===== config.mk =====
export PLATFORM = sky130hd
export DESIGN_NAME = sec_tick_gen
export DESIGN_NICKNAME = d
export VERILOG_FILES = /design/src/rtl/sec_tick_pkg.sv /design/src/rtl/sec_tick_dp.sv /design/src/rtl/sec_tick_ctl.sv /design/src/rtl/sec_tick_gen.sv
export SDC_FILE = /design/constraint.sdc
export NUM_CORES = 1
export LEC_CHECK = 0
export BUFFER_PORTS_ARGS = -buffer_cell sky130_fd_sc_hd__clkbuf_2
export CORE_ASPECT_RATIO = 1.2
export CORE_MARGIN = 4
export CORE_UTILIZATION = 59
export CTS_CLUSTER_SIZE = 16
export DETAILED_ROUTE_END_ITERATION = 7
export GPL_TIMING_DRIVEN = 0
export PLACE_DENSITY_LB_ADDON = 0.25
export SYNTH_ARGS = -nofsm -noshare
export SYNTH_HDL_FRONTEND = slang
export SYNTH_SLANG_ARGS = --single-unit

===== constraint.sdc =====
create_clock -name clk -period 4.9 [get_ports clk]
set_clock_uncertainty 0.05 [all_clocks]
set_input_delay 0.49 -clock clk [delete_from_list [all_inputs] [get_ports clk]]
set_output_delay 0.49 -clock clk [all_outputs]
set_load 0.03 [all_outputs]

===== src/rtl/sec_tick_pkg.sv =====
package sec_tick_pkg;

  // Strobes passed from the control to the tick datapath.
  typedef struct packed {
    logic count;    // a qualified tick arrives this cycle
    logic restart;  // the qualified tick completes the second
  } tickCmd_t;

endpackage


===== src/rtl/sec_tick_dp.sv =====
module sec_tick_dp
  import sec_tick_pkg::*;
#(
  parameter int WHOLE_W = 16,
  localparam int CNT_W = WHOLE_W + 1
) (
  input  logic             clk,
  input  logic             rstN,
  input  tickCmd_t         cmd,
  input  logic [CNT_W-1:0] target,
  output logic             hitTarget
);

  logic [CNT_W-1:0] tickCount;

  // One extra bit lets a stretched second reach 2**WHOLE_W ticks.
  assign hitTarget = (tickCount == target);

  always_ff @(posedge clk or negedge rstN) begin
    if (!rstN) begin
      tickCount <= '0;
    end else if (cmd.restart) begin
      tickCount <= '0;
    end else if (cmd.count) begin
      tickCount <= tickCount + 1'b1;
    end
  end

  // the count never runs past the end of the current second.
  a_r1_count_bound : assert property (@(posedge clk) disable iff (!rstN)
    tickCount <= target);

  // a completed second leaves the counter at zero.
  a_r1_restart_zero : assert property (@(posedge clk) disable iff (!rstN)
    cmd.restart |=> (tickCount == '0));

  // without a qualified tick the partial count holds.
  a_r3_hold_count : assert property (@(posedge clk) disable iff (!rstN)
    !cmd.count |=> $stable(tickCount));

endmodule


===== src/rtl/sec_tick_ctl.sv =====
module sec_tick_ctl
  import sec_tick_pkg::*;
#(
  parameter int               WHOLE_W       = 16,
  parameter int               FRAC_W        = 4,
  parameter logic [WHOLE_W-1:0] DEFAULT_WHOLE = 16'h7FFF,
  localparam int CAL_W   = WHOLE_W + FRAC_W + 1,
  localparam int CNT_W   = WHOLE_W + 1,
  localparam int FEN_BIT = WHOLE_W + FRAC_W
) (
  input  logic             clk,
  input  logic             rstN,
  input  logic             oscEnable,
  input  logic             xtalTick,
  input  logic [CAL_W-1:0] calWord,
  input  logic             hitTarget,
  output tickCmd_t         cmd,
  output logic [CNT_W-1:0] target,
  output logic             secPulse
);

  logic [WHOLE_W-1:0] activeWhole;
  logic [FRAC_W-1:0]  activeFrac;
  logic               activeFracEn;
  logic [FRAC_W-1:0]  seqPos;
  logic               stretch;

  // A second is stretched while its place in the cycle is below N.
  assign stretch = activeFracEn && (seqPos < activeFrac);
  assign target  = {1'b0, activeWhole} + CNT_W'(stretch);

  assign cmd.count   = oscEnable & xtalTick;
  assign cmd.restart = cmd.count & hitTarget;

  // Calibration shadow: loaded only at a second boundary.
  always_ff @(posedge clk or negedge rstN) begin
    if (!rstN) begin
      activeWhole  <= DEFAULT_WHOLE;
      activeFrac   <= '0;
      activeFracEn <= 1'b0;
    end else if (cmd.restart) begin
      activeWhole  <= calWord[WHOLE_W-1:0];
      activeFrac   <= calWord[FEN_BIT-1:WHOLE_W];
      activeFracEn <= calWord[FEN_BIT];
    end
  end

  // Position within the cycle of 2**FRAC_W seconds.
  always_ff @(posedge clk or negedge rstN) begin
    if (!rstN) begin
      seqPos <= '0;
    end else if (cmd.restart) begin
      seqPos <= seqPos + 1'b1;
    end
  end

  always_ff @(posedge clk or negedge rstN) begin
    if (!rstN) begin
      secPulse <= 1'b0;
    end else begin
      secPulse <= cmd.restart;
    end
  end

  // no pulse can follow an edge with the oscillator off.
  a_r3_no_pulse_when_off : assert property (@(posedge clk) disable iff (!rstN)
    !oscEnable |=> !secPulse);

  // the sequence position steps by one per completed second.
  a_r4_seq_step : assert property (@(posedge clk) disable iff (!rstN)
    cmd.restart |=> (seqPos == $past(seqPos) + 1'b1));

  // the active calibration cannot change inside a second.
  a_r6_cal_held : assert property (@(posedge clk) disable iff (!rstN)
    !cmd.restart |=> $stable({activeWhole, activeFrac, activeFracEn}));

  // a pulse only follows a completed second.
  a_r2_pulse_source : assert property (@(posedge clk) disable iff (!rstN)
    !hitTarget |=> !secPulse);

endmodule


===== src/rtl/sec_tick_gen.sv =====
module sec_tick_gen
  import sec_tick_pkg::*;
#(
  parameter int WHOLE_W = 16,
  parameter int FRAC_W  = 4,
  localparam int CAL_W  = WHOLE_W + FRAC_W + 1,
  localparam int CNT_W  = WHOLE_W + 1
) (
  input  logic             clk,
  input  logic             rstN,
  input  logic             oscEnable,
  input  logic             xtalTick,
  input  logic [CAL_W-1:0] calWord,
  output logic             secPulse
);

  tickCmd_t         cmd;
  logic [CNT_W-1:0] target;
  logic             hitTarget;

  sec_tick_ctl #(
    .WHOLE_W      (WHOLE_W),
    .FRAC_W       (FRAC_W),
    .DEFAULT_WHOLE(WHOLE_W'(16'h7FFF))
  ) u_ctl (
    .clk      (clk),
    .rstN     (rstN),
    .oscEnable(oscEnable),
    .xtalTick (xtalTick),
    .calWord  (calWord),
    .hitTarget(hitTarget),
    .cmd      (cmd),
    .target   (target),
    .secPulse (secPulse)
  );

  sec_tick_dp #(
    .WHOLE_W(WHOLE_W)
  ) u_dp (
    .clk      (clk),
    .rstN     (rstN),
    .cmd      (cmd),
    .target   (target),
    .hitTarget(hitTarget)
  );

  // the strobe is low while reset is held.
  always_comb begin
    if (!rstN) a_r7_pulse_low_in_reset : assert (!secPulse);
  end

endmodule


=== Word-level counts from Yosys, hierarchy flattened ===
Index checks and enable logic that the tools add are counted.
Widths: inputs -> output; s select.

* Equal/unequal tests: 1
* Add/subtract/negate cells: 3
* Multiplexer cells: 2
* Magnitude comparators: 1
* Reduce and logical (&&, ||, !) cells: 2
* Bitwise logic cells: 2

{| class="wikitable"
|+ Operators by type and width
! kind !! count
|-
| $mux 17 || 2
|-
| $add 16x1->17 || 1
|-
| $add 17x1->17 const B || 1
|-
| $eq 17x17->1 || 1
|-
| $add 4x1->4 const B || 1
|-
| $lt 4x4->1 || 1
|-
| $and 1x1->1 || 2
|-
| $reduce_bool 2->1 || 1
|-
| $logic_and 1x1->1 || 1
|}

* Output and inout port bits: 1
* Input port bits: 25
* Logic and storage cells: 17
* Register bits: 43

=== Depth between registers and ports, before layout ===
* Depth after elaboration: 6
* Gate-level depth with buffers: 18
* Gate-level depth less buffers: 15

=== Hierarchy ===
A second synthesis with hierarchy kept.

* Cell total of the unflattened synthesis: 264
* Area, all modules: 2,447.3 um^2

{| class="wikitable"
|+ Modules (own cells, without submodules)
! module !! instances !! area each (um^2) !! sequential area each (um^2) !! cells each
|-
| sec_tick_ctl || 1 || 1,398.8 || 669.4 || 157
|-
| sec_tick_dp || 1 || 1,048.5 || 425.4 || 107
|}

=== Worst setup path after synthesis ===
No wires, ideal clock.

* Kind: register -> register
* From: reg u_ctl.seqPos[1]
* To: reg u_ctl.activeFrac[1]
* Library setup time: 0.127 ns
* Path buffers: 3
* Setup slack: 1.246 ns
* Period minus slack after synthesis: 3.654 ns
* Data required time: 4.723 ns
* Cell stages (with the launch flop): 17
* Arrival time: 3.476 ns
* Cell sequence: dfrtp_1 > ha_1 > a21oi_1 > nor2b_1 > o21ai_0 > and3b_1 > ha_1 > ha_1 > clkbuf_1 > nand4b_1 > a2111oi_0 > nand4b_1 > a211o_1 > nor4_4 > buf_6 > buf_8 > mux2_1

* Word-level cells in the longest chain between the ends: 5

{| class="wikitable"
|+ Ends and longest elaborated chain
! what !! line !! source
|-
| start, declared || sec_tick_ctl.sv:25 || <nowiki>logic [FRAC_W-1:0] seqPos;</nowiki>
|-
| start signal, assigned || sec_tick_ctl.sv:53 || <nowiki>seqPos <= seqPos + 1'b1;</nowiki>
|-
| $lt 4x4->1 || sec_tick_ctl.sv:29 || <nowiki>assign stretch = activeFracEn && (seqPos < activeFrac);</nowiki>
|-
| $logic_and 1x1->1 || sec_tick_ctl.sv:29 ||
|-
| $add 16x1->17 || sec_tick_ctl.sv:30 || <nowiki>assign target = {1'b0, activeWhole} + CNT_W'(stretch);</nowiki>
|-
| $eq 17x17->1 || sec_tick_dp.sv:17 || <nowiki>assign hitTarget = (tickCount == target);</nowiki>
|-
| $and 1x1->1 || sec_tick_ctl.sv:33 || <nowiki>assign cmd.restart = cmd.count & hitTarget;</nowiki>
|-
| end signal, assigned || sec_tick_ctl.sv:43 || <nowiki>activeFrac <= calWord[FEN_BIT-1:WHOLE_W];</nowiki>
|-
| end, declared || sec_tick_ctl.sv:23 || <nowiki>logic [FRAC_W-1:0] activeFrac;</nowiki>
|}

Every way passes these cells.
A chain may end at the register's enable or synchronous reset.

=== Final worst setup path ===
* From: reg u_ctl.seqPos[1]
* To: reg u_ctl.activeFrac[2]

Same word-level chain as after synthesis.

==> metrics.md <==
| Metric | Value |
|---|---|
| Status | completed |
| # clock sinks | 43 |
| Synth top area share | 27.72% |
| CP dominant cell by count | ha_1 |
| P_sw | 440.9 µW |
| Final setup TNS | 0 ps |
| Tcrit/Tclk final | between 80% and 90% |
| P_int | 860.4 µW |
| Die W | 67.75 µm |
| CTS Hold Bufs | 0 |
| Root Driver | clkbuf_8 |
| Syn_nets | 274 |
| EDFF count, synth | 0 |
| Minimum clock period | 4328 ps |
| Worst IR drop on VDD | 266.8 µV |
| Detailed Place HPWL | 3561 µm |
| WS Path Type | reg -> reg |
| Worst setup margin | ~570 ps |
| Hold Vio Cnt, Final | 0 |
| Die H | 79.70 µm |
| Most frequent cells after synthesis | dfrtp_1, nor2_1, xor2_1 |
| Gp weighted congestion | 0.8281 |
| CP cell instances | ha_1, a21oi_1, nor2b_1, o21ai_0, and3b_1, ha_1, ha_1, clkbuf_1, nand4b_1, a2111oi_0, nand4b_1, a211o_1, nor4_4, buf_6, buf_8, mux2_1 |
| Std-Cell Core Area | 4035 µm² |
| IO Count | 26 |
| Layout cells sized above 1 | 27.27% |
| Post-Syn Area | 2527 µm² |
| FF-to-FF End | u_ctl.activeFrac[2] |
| Max_slew headroom | 29.30% |
| R2R setup slack | 570 ps |
| GRT overflow | 0 |
| Fin. max-slew vios | 0 |
| Synth area leader | dfrtp_1 |
| WL/cell | 14.89 µm |
| CTS buffer count | 5 |
| Critical Path Stages | 16 |
| Largest net degree at the start of global routing | 44 |
| FF-to-FF path depth | 16 |
| Post CTS Setup Buffer Count | 0 |
| Async set-reset flop share out of synthesis | between 90% and 100% |
| Max-cap violations | 0 |
| CP Launch Type | register |
| Number of routed nets with antenna violations | 0 |
| Worst Hold Class | in -> async |
| Vias in the first global route | approximately 1900 |
| CTS tree | built |
| DRC | 0 |
| Fill count | 290 |
| Place WS | between 600 and 700 ps |
| Post_cts resized | 0 |
| Drt first-iter violations | 179 |
| Netlist cell types | 43 |
| Clock share of power | between 20% and 30% |
| Avg Synthesized Cell Area | 10.44 µm² |
| Vias per cell | roughly 5.8 |
| Sequential fraction of design power | 48.1% |
| Synth Flop Type | dfrtp_1 |
| Syn. warnings | 0 |
| GRT Util Overall | ~21% |
| Nets | 306 |
| First-pass GRT wire length | 8452 µm |
| Worst path slowest cell | a2111oi_0 |
| CTS max path bufs | 2 |
| Maximum fanout along the worst path | 10 |
| Drt pass-1 iters | 4 |
| Fmax achieved | 231.0 MHz |
| Top cells by area, synth | dfrtp_1, dfstp_2, mux2_2 |
| Pwr dens | between 400 and 500 nW/µm² |
| Total die area | 5399 µm² |
| Starting Density | 62.64% |
| Worst path top cell family by delay | compound AO/OA/AOI/OAI gates |
| WP data arrival | 4460 ps |
| Slew @ Worst Pin | 1060 ps |
| Most frequent cell after synthesis | dfrtp_1 |
| Rows | 25 |
| Vias | approximately 1900 |
| Critical Path Sink Type | register |
| #FFs+latches synth | 43 |
| Worst R2R Start | u_ctl.seqPos[1] |
| Htree depth | 2 |
| Crit path buffers/inverters | 3 |
| WL final | between 4000 and 5000 µm |
| P_leak | 1.238 nW |
| IO buf count | 25 |
| Switch share | roughly a third |
| Mapped Cells | 242 |
| Initial antenna violation count | 0 |
| RSZ-0062 raised after global routing | no |
| Critical Path Start | u_ctl.seqPos[1] |
| Worst path max stage delay | 530 ps |
| Skew-Pair Late Insertion Delay | 300 ps |
| N_diodes | 0 |
| Sequential area share after synthesis | 43.32% |
| Req. time, crit path | 5030 ps |
| Clk pin slew, worst setup/hold paths | 80 ps |
| Logic gate share of total power | 30.6% |
| CP Capture Point | u_ctl.activeFrac[2] |
| Syn-to-layout area delta | 12.08% |
| Setup-failing EPs final | 0 |
kinds of logic after synthesis:
family,after synthesis,share of synthesized area (%)
simple gates,93,20.20
flops,43,43.32
xor+xnor,35,12.13
compound gates,27,7.525
mux,22,9.802
buf+inv,15,3.564
fa+ha+maj,7,3.465
sequential cells by signal (all words and copies together), names as in the netlist:
name	flops
u_ctl.activeFrac	4
u_ctl.activeFracEn	1
u_ctl.activeWhole	16
u_ctl.secPulse	1
u_ctl.seqPos	4
u_dp.tickCount	17
layer usage:
layer	vias to the layer above	share of wire (%)	track usage (%)
li1	924	-	-
met1	924	42	25.75
met2	48	51	34.18
met3	13	3.9	4.085
met4	0	2.3	9.331
met5	-	0	0
cell usage in the layout, fill, tap and decap left out, types with 7 or more instances in the layout:
cell type / count
dfrtp_1: 28
nand3_1: 11
mux2_2: 19
xnor2_1: 15
nand2_1: 18
ha_1: 7
nor2_1: 22
xor2_1: 20
dfstp_2: 15
clkbuf_2: 25
power by group through the flow:
stage                     logic (mW)  registers [mW]  clock network, mW
after global placement         0.378           0.625                  0
final                          0.398           0.626              0.277
after CTS                      0.399           0.626              0.284
after floorplan                0.320           0.593                  0
after global routing           0.448           0.646              0.298
after detailed placement       0.396           0.630                  0
through the flow:
| step | power, mW | hold slack, ps | std cells | utilization (%) | area, µm² |
|---|---|---|---|---|---|
| CTS | 1.310 | 343.0 | 329 | 70.20 | 2833 |
| global placement | 1.003 | 412.0 | 321 | 67.41 | 2720 |
| finish | 1.301 | 319.9 | 329 | 70.20 | 2833 |
| global route | 1.392 | 365.7 | 329 | 70.20 | 2833 |
| floorplan | 0.9135 | 144.4 | 242 | - | 2527 |
| detailed placement | 1.026 | 423.1 | 321 | 67.41 | 2720 |
cell type report:
type	instances	area, µm²	share of cell area (%)
timing repair buffer	25	125.1	4.417
inverter	4	15.01	0.5300
multi-input combinational	184	1343	47.39
clock inverter	3	43.79	1.546
buffer	11	75.07	2.650
tap	54	67.56	2.385
clock buffer	5	68.82	2.429
sequential	43	1095	38.65
how the worst min path moves through the flow:
stage,end,start
after floorplan,u_ctl.activeFracEn,rstN
after global placement,u_ctl.seqPos[3],u_ctl.seqPos[3]
after detailed placement,u_ctl.seqPos[3],u_ctl.seqPos[3]
after CTS,u_ctl.activeWhole[15],rstN
after global routing,u_ctl.activeWhole[12],calWord[12]
final,u_dp.tickCount[0],rstN
Note: power is estimated with default switching activity, not from simulation.
